<file path="src/rtl/fth_pkg.sv">
package fth_pkg;
  localparam int CODE_W = 3;

  typedef enum logic [CODE_W-1:0] {
    FTH_EIGHTH   = 3'd0,
    FTH_QUARTER  = 3'd1,
    FTH_HALF     = 3'd2,
    FTH_3QUARTER = 3'd3,
    FTH_7EIGHTH  = 3'd4,
    FTH_WHOLE    = 3'd5,
    FTH_RSVD6    = 3'd6,
    FTH_RSVD7    = 3'd7
  } fth_code_e;

  // numerator in eighths for each usable code
  function automatic int fth_eighths(input logic [CODE_W-1:0] code);
    case (code)
      3'd0:    return 1;
      3'd1:    return 2;
      3'd2:    return 4;
      3'd3:    return 6;
      3'd4:    return 7;
      3'd5:    return 8;
      default: return 0;
    endcase
  endfunction
endpackage

</file>
<file path="src/rtl/fth_target.sv">
module fth_target
  import fth_pkg::*;
#(
  parameter int DEPTH = 8,
  localparam int LVL_W = $clog2(DEPTH + 1)
) (
  input  logic [CODE_W-1:0] code,
  output logic [LVL_W-1:0]  target,
  output logic              usable
);
  // ceiling of eighths*DEPTH/8, at least one entry
  function automatic logic [LVL_W-1:0] scale(input int num);
    int t;
    t = (num * DEPTH + 7) / 8;
    if (t < 1) t = 1;
    return LVL_W'(t);
  endfunction

  always_comb begin
    usable = 1'b1;
    target = '0;
    case (fth_code_e'(code))
      FTH_EIGHTH, FTH_QUARTER, FTH_HALF, FTH_3QUARTER, FTH_7EIGHTH:
        target = scale(fth_eighths(code));
      FTH_WHOLE: target = LVL_W'(DEPTH);
      default: usable = 1'b0;
    endcase
  end
endmodule

</file>
<file path="src/rtl/fth_channel.sv">
module fth_channel
  import fth_pkg::*;
#(
  parameter int DEPTH = 8,
  parameter bit COUNT_FREE = 1'b0,
  localparam int LVL_W = $clog2(DEPTH + 1)
) (
  input  logic [LVL_W-1:0]  level,
  input  logic [CODE_W-1:0] code,
  output logic              flag
);
  localparam logic [LVL_W-1:0] FULL = LVL_W'(DEPTH);

  logic [LVL_W-1:0] lvl_sat, measured, target;
  logic             usable;

  assign lvl_sat = (level > FULL) ? FULL : level;

  generate
    if (COUNT_FREE) begin : g_free
      assign measured = FULL - lvl_sat;
    end else begin : g_used
      assign measured = lvl_sat;
    end
  endgenerate

  fth_target #(.DEPTH(DEPTH)) u_target (
    .code   (code),
    .target (target),
    .usable (usable)
  );

  assign flag = usable && (measured >= target);
endmodule

</file>
<file path="src/rtl/fth_irq_reg.sv">
module fth_irq_reg #(
  parameter int N_SRC = 2
) (
  input  logic             clk,
  input  logic             rst_n,
  input  logic [N_SRC-1:0] flags,
  input  logic [N_SRC-1:0] enables,
  output logic             irq
);
  logic [N_SRC-1:0] masked;

  genvar i;
  generate
    for (i = 0; i < N_SRC; i++) begin : g_mask
      assign masked[i] = flags[i] & enables[i];
    end
  endgenerate

  always_ff @(posedge clk or negedge rst_n) begin
    if (!rst_n) irq <= 1'b0;
    else        irq <= |masked;
  end

  // with no enable set, irq drops at the next edge
  p_masked_quiet_r6: assert property (@(posedge clk) disable iff (!rst_n)
    (enables == '0) |=> !irq);
  // any enabled flag shows on irq one edge later
  p_enabled_seen_r6: assert property (@(posedge clk) disable iff (!rst_n)
    ((flags & enables) != '0) |=> irq);
endmodule

</file>
<file path="src/rtl/fifo_thresh_irq.sv">
module fifo_thresh_irq
  import fth_pkg::*;
#(
  parameter int DEPTH = 8,
  localparam int LVL_W = $clog2(DEPTH + 1)
) (
  input  logic              clk,
  input  logic              rst_n,
  input  logic [LVL_W-1:0]  rx_level,
  input  logic [LVL_W-1:0]  tx_level,
  input  logic [CODE_W-1:0] rx_code,
  input  logic [CODE_W-1:0] tx_code,
  input  logic              rx_ie,
  input  logic              tx_ie,
  output logic              rx_thresh,
  output logic              tx_thresh,
  output logic              irq
);
  fth_channel #(.DEPTH(DEPTH), .COUNT_FREE(1'b0)) u_rx (
    .level (rx_level),
    .code  (rx_code),
    .flag  (rx_thresh)
  );

  fth_channel #(.DEPTH(DEPTH), .COUNT_FREE(1'b1)) u_tx (
    .level (tx_level),
    .code  (tx_code),
    .flag  (tx_thresh)
  );

  fth_irq_reg #(.N_SRC(2)) u_irq (
    .clk     (clk),
    .rst_n   (rst_n),
    .flags   ({tx_thresh, rx_thresh}),
    .enables ({tx_ie, rx_ie}),
    .irq     (irq)
  );

  p_rx_full_only_r2: assert property (@(posedge clk) disable iff (!rst_n)
    (rx_code == 3'd5 && rx_thresh) |-> (rx_level >= LVL_W'(DEPTH)));
  p_tx_empty_only_r4: assert property (@(posedge clk) disable iff (!rst_n)
    (tx_code == 3'd5 && tx_thresh) |-> (tx_level == '0));
  p_rsvd_quiet_r5: assert property (@(posedge clk) disable iff (!rst_n)
    ((rx_code >= 3'd6) |-> !rx_thresh) and ((tx_code >= 3'd6) |-> !tx_thresh));
  p_rx_empty_low_r1: assert property (@(posedge clk) disable iff (!rst_n)
    (rx_level == '0) |-> !rx_thresh);
  p_tx_full_low_r3: assert property (@(posedge clk) disable iff (!rst_n)
    (tx_level >= LVL_W'(DEPTH)) |-> !tx_thresh);
endmodule

</file>
<file path="config.mk">
export PLATFORM = sky130hd
export DESIGN_NAME = fifo_thresh_irq
export DESIGN_NICKNAME = d
export VERILOG_FILES = /design/src/rtl/fth_pkg.sv /design/src/rtl/fth_target.sv /design/src/rtl/fth_channel.sv /design/src/rtl/fth_irq_reg.sv /design/src/rtl/fifo_thresh_irq.sv
export SDC_FILE = /design/constraint.sdc
export NUM_CORES = 1
export LEC_CHECK = 0
export BUFFER_PORTS_ARGS = -buffer_cell sky130_fd_sc_hd__buf_2
export CORE_UTILIZATION = 25
export CTS_BUF_LIST = sky130_fd_sc_hd__clkbuf_16
export DETAILED_ROUTE_END_ITERATION = 8
export PLACE_DENSITY = 0.53
export SYNTH_ARGS = -nofsm -noshare
export SYNTH_HDL_FRONTEND = slang
export SYNTH_HIERARCHICAL = 1
export SYNTH_SLANG_ARGS = --single-unit
</file>
<file path="constraint.sdc">
create_clock -name clk -period 1.7 [get_ports clk]
set_input_delay 0.255 -clock clk [delete_from_list [all_inputs] [get_ports clk]]
set_output_delay 0.255 -clock clk [all_outputs]
set_load 0.1 [all_outputs]
</file>
==> impl_metrics.json, run 1 <==
{
  "grt_setup_unrepaired": "yes",
  "fmax_ghz": 0.499,
  "design_area_um2": 622,
  "setup_viol": 3,
  "met2WireLength_um": 391,
  "relSlewSlack_pct": 68.0,
  "critPathCaptureType": "primary output",
  "hold_viol": 0,
  "post-route-util_pct": 46.6,
  "syn_to_final_growth_pct": 67.3,
  "yosysWarnings": 6,
  "synth_seq_cells": 1,
  "synthCells": 53,
  "critPathKind": "input port to primary output",
  "fin_nets": 111,
  "finalNonFillerCells": 97,
  "worst_pin_slew_ns": 0.483,
  "grt_start_max_net_pins": 5,
  "drv_slew": 0,
  "path_common_cell": "o21ai_1",
  "violations": "negative setup slack",
  "fin_crit_sh_pct": 118,
  "portBuffers": 20,
  "placed_area_um2": 596,
  "largest_reg_flops": 1,
  "clk_pin_slew_ns": 0,
  "drt_pre_antenna_iters": 4,
  "wl_um": 788,
  "max_stage_delay_ns": 0.38,
  "wl_per_cell_um": 8.12,
  "start_util_pct": 27.9,
  "vias": 425,
  "min_path_type": "input port to async pin",
  "core_area_um2": 1330,
  "path_max_fanout": 2,
  "synth_cell_types": 16,
  "status": "complete, but fails checks",
  "power_density_nw_per_um2": 496,
  "slowest_stage": "or3b_1",
  "path_buf_inv": 3,
  "finalWeightedCongestion": 0.694,
  "final_layout_size_suffix_gt1_share_pct": 40.2,
  "min_period_ns": 2.01,
  "m1WireLength_um": 367,
  "antenna_found_initial": 0,
  "drtAntennaViolNets": 0,
  "drt_iter0_drc": 1,
  "grt_pass1_vias": 371,
  "crit_path_start_kind": "input port",
  "top_regs": "u_irq/irq: 1 flops",
  "die_x_um": 40.6,
  "max_cap_violations": 0,
  "final.setup.worst_slack_ns": -0.305,
  "yosysSeqAreaShare_pct": 6.73,
  "grt_usage_pct": 11.3,
  "largest-register": "u_irq/irq",
  "overflow": 0,
  "critPathTopFamily": "compound AO/OA/AOI/OAI gates",
  "hpwl_um": 740,
  "p_total_mw": 0.309,
  "p_leak_nw": 0.338,
  "placed_cells": 96,
  "top_layer_used": "met3",
  "crit_arrival_ns": 1.75,
  "die_area_um2": 1640,
  "drc": 0,
  "diodes": 0,
  "peakVddDrop_mv": 0.235,
  "viasPerCell": 4.38,
  "synth_area_um2": 372,
  "wl_met3_um": 28,
  "crit_path_cell_trace": "buf_6 -> or3b_1 -> o21ai_1 -> inv_1 -> ha_1 -> o21ai_1 -> a21o_1 -> a21oi_4 -> buf_12",
  "io_pins": 21,
  "synth_nets": 80,
  "avgSynthCellArea_um2": 7.01,
  "grt_pass1_wl_um": 1340,
  "crit_required_ns": 1.44,
  "die-height_um": 40.6,
  "row_count": 13
}
## path summary, 6_finish.rpt
| check | start | to | cells after the start |
|---|---|---|---|
| worst max-delay path | tx_code[1] | tx_thresh | 9 |
| worst min-delay path | rst_n | u_irq/irq | 1 |
| max in group asynchronous | rst_n | u_irq/irq | 1 |
| min in group clk | tx_ie | u_irq/irq | 2 |
## per-layer routing
metal	vias to the layer above	global-route usage, %
met5	-	0
met4	0	0
met3	0	0
met2	11	22.2
met1	177	14.1
li1	237	-
## Yosys cell counts (all sizes together)
library cell  number  area (um^2)
a21o               2         15.0
nand2              2         7.51
or3b               2         17.5
nand2b             3         18.8
dfrtp              1         25.0
ha                 9          113
o21ai              8         40.0
inv               10         37.5
nor4               1         6.26
and3               2         15.0
nor2               6         22.5
a21oi              2         17.5
nor2b              3         18.8
a22o               1         8.76
xnor2              1         8.76
## cell families after synthesis
family / count (synthesis) / synth area share (%)
compound gates: 13 / 21.9
fa+ha+maj: 9 / 30.3
flops: 1 / 6.73
buf+inv: 10 / 10.1
xor+xnor: 1 / 2.36
simple gates: 19 / 28.6
## final cells by class
type | count | area (um^2)
Tap cell | 15 | 18.8
Multi-Input combinational cell | 42 | 324
Inverter | 10 | 37.5
Fill cell | 152 | 712
Sequential cell | 1 | 25.0
Timing Repair Buffer | 29 | 216
## stage by stage
step | hold WS, ns | setup slack [ns] | setup TNS, ns
finish | 0.0296 | -0.305 | -0.822
detailed placement | 0.0304 | -0.337 | -0.778
global route | 0.0345 | -0.358 | -1.03
CTS | 0.0307 | -0.340 | -0.880
floorplan | -0.0406 | -0.418 | -1.15
global placement | 0.0294 | -0.309 | -0.741
## layout by cell type, fill, tap and decap left out
master    netlist  layout
buf_6           0       3
dfrtp_1         1       1
a22o_1          1       1
nand2_1         2       2
a21o_1          2       2
nor2b_1         3       3
nor4_1          1       1
nand2b_1        3       3
nor2_1          6       6
buf_4           0       9
or3b_1          2       2
a21oi_4         0       2
inv_1          10      10
xnor2_1         1       1
ha_1            9       9
o21ai_0         6       2
and3_2          2       2
buf_12          0       2
buf_2           0      15
o21ai_1         2       6
## repair_timing
| action | CTS | global route |
|---|---|---|
| resized for setup | 3 | 2 |
| gates cloned | 0 | 0 |
| setup buffers | 1 | 0 |
| hold buffers | 0 | 0 |
| setup endpoints to repair | 3 | 3 |
| pin swaps | 4 | 5 |
## power breakdown
group / internal (mW) / total, mW / switching, mW
sequential: 0.0281 / 0.0289 / 0.000763
combinational: 0.116 / 0.280 / 0.163
clock: 0 / 0 / 0
Note: power is estimated with default switching activity, not from simulation.
==> run 2, diff against run 1 <==
PLACE_DENSITY = 0.61   (was 0.53)
==> run 2 against run 1 <==
Against the previous run:
- the run still ends with negative setup slack left
- combinational power is 8.2% higher
- critical path depth stayed put
- sequential share of layout area is 0.31 points lower
- largest cell class unchanged
==> impl_metrics.json, run 2 (same netlist as run 1, synthesis figures left out) <==
{
  "status": "complete, but fails checks",
  "violations": "negative setup slack",
  "drt_pre_antenna_iters": 3,
  "clk_pin_slew_ns": 0,
  "antenna_found_initial": 0,
  "critPathKind": "input port to primary output",
  "fin_nets": 114,
  "die_area_um2": 1640,
  "top_regs": "u_irq/irq: 1 flops",
  "power_density_nw_per_um2": 493,
  "cts_hold_buffers": 0,
  "crit_arrival_ns": 1.73,
  "drv_slew": 0,
  "final_common_cell": "buf_2",
  "wl_um": 939,
  "wl_per_cell_um": 9.39,
  "fin_crit_sh_pct": 117,
  "p_leak_nw": 0.357,
  "post-route-util_pct": 50.5,
  "peakVddDrop_mv": 0.255,
  "die-height_um": 40.6,
  "vias": 461,
  "crit_required_ns": 1.44,
  "design_area_um2": 673,
  "drc": 0,
  "largest_reg_flops": 1,
  "syn_to_final_growth_pct": 81.1,
  "relSlewSlack_pct": 68.1,
  "critPathTopFamily": "compound AO/OA/AOI/OAI gates",
  "hpwl_um": 765,
  "final.setup.worst_slack_ns": -0.289,
  "grt_usage_pct": 12.2,
  "slowest_stage": "or3b_4",
  "max_stage_delay_ns": 0.39,
  "core_area_um2": 1330,
  "min_period_ns": 1.99,
  "grt_start_max_net_pins": 5,
  "row_count": 13,
  "io_pins": 21,
  "fmax_ghz": 0.503,
  "path_buf_inv": 3,
  "overflow": 0,
  "hold_viol": 0,
  "crit_path_start_kind": "input port",
  "setup_viol": 3,
  "critPathCaptureType": "primary output",
  "max_cap_violations": 0,
  "die_x_um": 40.6,
  "final_layout_size_suffix_gt1_share_pct": 50.6,
  "drt_iter0_drc": 6,
  "finalNonFillerCells": 100,
  "largest-register": "u_irq/irq",
  "diodes": 0,
  "final_cell_mix": "16 x buf_2, 11 x buf_4, 10 x inv_1, 7 x ha_1, 6 x nor2_1",
  "crit_path_cell_trace": "buf_6 -> or3b_4 -> o21ai_1 -> inv_1 -> ha_4 -> o21ai_1 -> a21o_1 -> a21oi_4 -> buf_12",
  "finalWeightedCongestion": 0.619,
  "placed_area_um2": 618,
  "worst_pin_slew_ns": 0.482,
  "path_max_fanout": 2,
  "path_common_cell": "o21ai_1",
  "start_util_pct": 27.9,
  "portBuffers": 20,
  "drtAntennaViolNets": 0,
  "grt_pass1_vias": 394,
  "placed_cells": 99,
  "grt_pass1_wl_um": 1440,
  "min_path_type": "input port to async pin",
  "grt_setup_unrepaired": "yes",
  "viasPerCell": 4.61
}
run 2: final timing paths:
kind / startpoint / end / slack, ns / cells after the start
max: tx_code[0] / tx_thresh / -0.29 / 9
min: rst_n / u_irq/irq / 0.03 / 1
max in group asynchronous: rst_n / u_irq/irq / 1.59 / 1
min in group clk: tx_ie / u_irq/irq / 0.47 / 2
run 2: report_power, final:
group	internal, mW	leakage (nW)	total (mW)	switching, mW
Combinational	0.132	0.345	0.303	0.172
Sequential	0.0281	0.0125	0.0288	0.000642
Clock	0	0	0	0
Total	0.160	0.357	0.332	0.172
run 2: layer usage:
metal / wire [um] / part of all wire (%) / global-route usage [%] / vias up
met1: 362 / 39 / 13.8 / 207
met4: 0 / 0 / 0 / 0
met5: 0 / 0 / 0 / -
met3: 22 / 2.3 / 0 / 0
li1: - / - / - / 245
met2: 554 / 59 / 25.8 / 9
run 2: cell type report:
cell class | count | area (um^2)
fill | 139 | 661
multi-input combinational | 42 | 355
timing repair buffer | 32 | 236
inverter | 10 | 37.5
sequential | 1 | 25.0
tap | 15 | 18.8
run 2: what timing repair did:
action                     4_1_cts  5_1_grt
gates resized for setup          5        7
buffers inserted                 0        1
pin swaps                        4        1
cloned                           0        0
setup endpoints to repair        3        3
run 2: stage by stage:
step                      setup TNS, ns  total power [mW]  setup slack [ns]  hold slack, ns
after floorplan                   -1.15             0.203            -0.418         -0.0406
after global placement           -0.825             0.304            -0.297          0.0307
after detailed placement         -0.906             0.309            -0.320          0.0308
after CTS                        -0.863             0.314            -0.308          0.0311
after global routing             -0.974             0.358            -0.347          0.0339
final                            -0.783             0.332            -0.289          0.0298
==> run 3, diff against run 2 <==
PLACE_DENSITY = 0.62   (was 0.61)
==> run 3 against run 2 <==
Against the previous run:
- the run still ends with negative setup slack left
- via count increased by 0.22%
- design area increased by 1.9%
- combinational power about the same
- critical path depth unchanged
- sequential power about the same
- largest cell class unchanged
==> impl_metrics.json, run 3 (same netlist as run 1, synthesis figures left out) <==
{
  "switching_share_pct": 51.8,
  "row_count": 13,
  "critPathCaptureType": "primary output",
  "final_common_cell": "buf_2",
  "grt_pass1_vias": 351,
  "setup_viol": 3,
  "hold_viol": 0,
  "wl_um": 856,
  "power_density_nw_per_um2": 482,
  "io_pins": 21,
  "status": "complete, but fails checks",
  "die_x_um": 40.6,
  "viasPerCell": 4.62,
  "crit_required_ns": 1.44,
  "crit_arrival_ns": 1.75,
  "largest-register": "u_irq/irq",
  "violations": "negative setup slack",
  "whs_ns": 0.0305,
  "grt_setup_unrepaired": "yes",
  "relSlewSlack_pct": 68.0,
  "p_sw_mw": 0.171,
  "largest_reg_flops": 1,
  "drt_iter0_drc": 5,
  "combPwrFrac_pct": 91.3,
  "die_area_um2": 1640,
  "antenna_found_initial": 0,
  "core_area_um2": 1330,
  "diodes": 0,
  "grt_usage_pct": 10.0,
  "vias": 462,
  "final_layout_size_suffix_gt1_share_pct": 52.9,
  "grt_start_max_net_pins": 5,
  "drv_slew": 0,
  "drtAntennaViolNets": 0,
  "p_leak_nw": 0.359,
  "seqPwrFrac_pct": 8.7,
  "die-height_um": 40.6,
  "fmax_ghz": 0.499,
  "start_util_pct": 27.9,
  "final_cell_mix": "14 x buf_2, 11 x buf_4, 8 x inv_1, 7 x ha_1, 6 x nor2_1",
  "clkPwrFrac_pct": 0,
  "wl_per_cell_um": 8.56,
  "p_int_mw": 0.159,
  "worst_pin_slew_ns": 0.484,
  "design_area_um2": 686,
  "max_cap_violations": 0,
  "overflow": 0,
  "finalWeightedCongestion": 0.616,
  "syn_to_final_growth_pct": 84.5,
  "final.setup.worst_slack_ns": -0.302,
  "fin_crit_sh_pct": 118,
  "min_period_ns": 2.00,
  "portBuffers": 20,
  "drt_pre_antenna_iters": 4,
  "path_max_fanout": 2,
  "placed_area_um2": 618,
  "fin_nets": 114,
  "clk_pin_slew_ns": 0,
  "min_path_type": "input port to async pin",
  "hpwl_um": 693,
  "n_fill_cell": 138,
  "peakVddDrop_mv": 0.184,
  "top_regs": "u_irq/irq: 1 flops",
  "grt_pass1_wl_um": 1200,
  "drc": 0,
  "critPathKind": "input port to primary output",
  "crit_path_start_kind": "input port"
}
==> run 3: path summary, 6_finish.rpt <==
path,startpoint,to,cells after the start
setup / recovery,rx_code[0],rx_thresh,9
hold / removal,rst_n,u_irq/irq,1
max in group asynchronous,rst_n,u_irq/irq,1
min in group clk,tx_ie,u_irq/irq,2
==> run 3: worst max-delay path: stages <==
cell	delay, ns
buf_6	0.09
or3b_4	0.40
o21ai_2	0.07
inv_2	0.06
ha_4	0.26
o21ai_2	0.04
a21o_1	0.18
a21oi_4	0.19
buf_12	0.19
==> run 3: what timing repair did <==
item,4_1_cts,5_1_grt
hold buffers,0,0
hold endpoints to repair,0,0
gates resized for setup,5,12
pin swaps,1,5
setup buffers,1,0
setup endpoints to repair,3,3
==> run 3: final cells by class <==
| class | instances | area [um^2] | area share, % |
|---|---|---|---|
| Inverter | 10 | 37.5 | 5.47 |
| Multi-Input combinational cell | 42 | 355 | 51.8 |
| Sequential cell | 1 | 25.0 | 3.65 |
| Tap cell | 15 | 18.8 | 2.74 |
| Timing Repair Buffer | 32 | 249 | 36.3 |
==> run 3: power by group through the flow <==
stage | clock network [mW] | registers (mW) | logic, mW
after floorplan | 0 | 0.0588 | 0.144
after global placement | 0 | 0.0288 | 0.275
after detailed placement | 0 | 0.0288 | 0.278
after CTS | 0 | 0.0288 | 0.287
after global routing | 0 | 0.0292 | 0.324
final | 0 | 0.0288 | 0.302
==> run 3: metrics by stage <==
stage	worst slack (ns)	instances	total power, mW	util [%]	setup TNS [ns]
3_5_place_dp	-0.297	99	0.307	46.3	-0.831
4_1_cts	-0.290	100	0.316	48.1	-0.776
2_1_floorplan	-0.418	53	0.203	-	-1.15
5_1_grt	-0.361	100	0.353	51.4	-0.900
3_3_place_gp	-0.290	99	0.304	46.3	-0.823
6_report	-0.302	100	0.330	51.4	-0.730
==> run 3: layer usage <==
layer / global-route usage [%] / vias to the layer above / part of all wire, %
met5: 0 / - / 0
met4: 0 / 0 / 0
met3: 0 / 0 / 4.9
met2: 20.6 / 13 / 55
met1: 11.9 / 205 / 40
li1: - / 244 / -
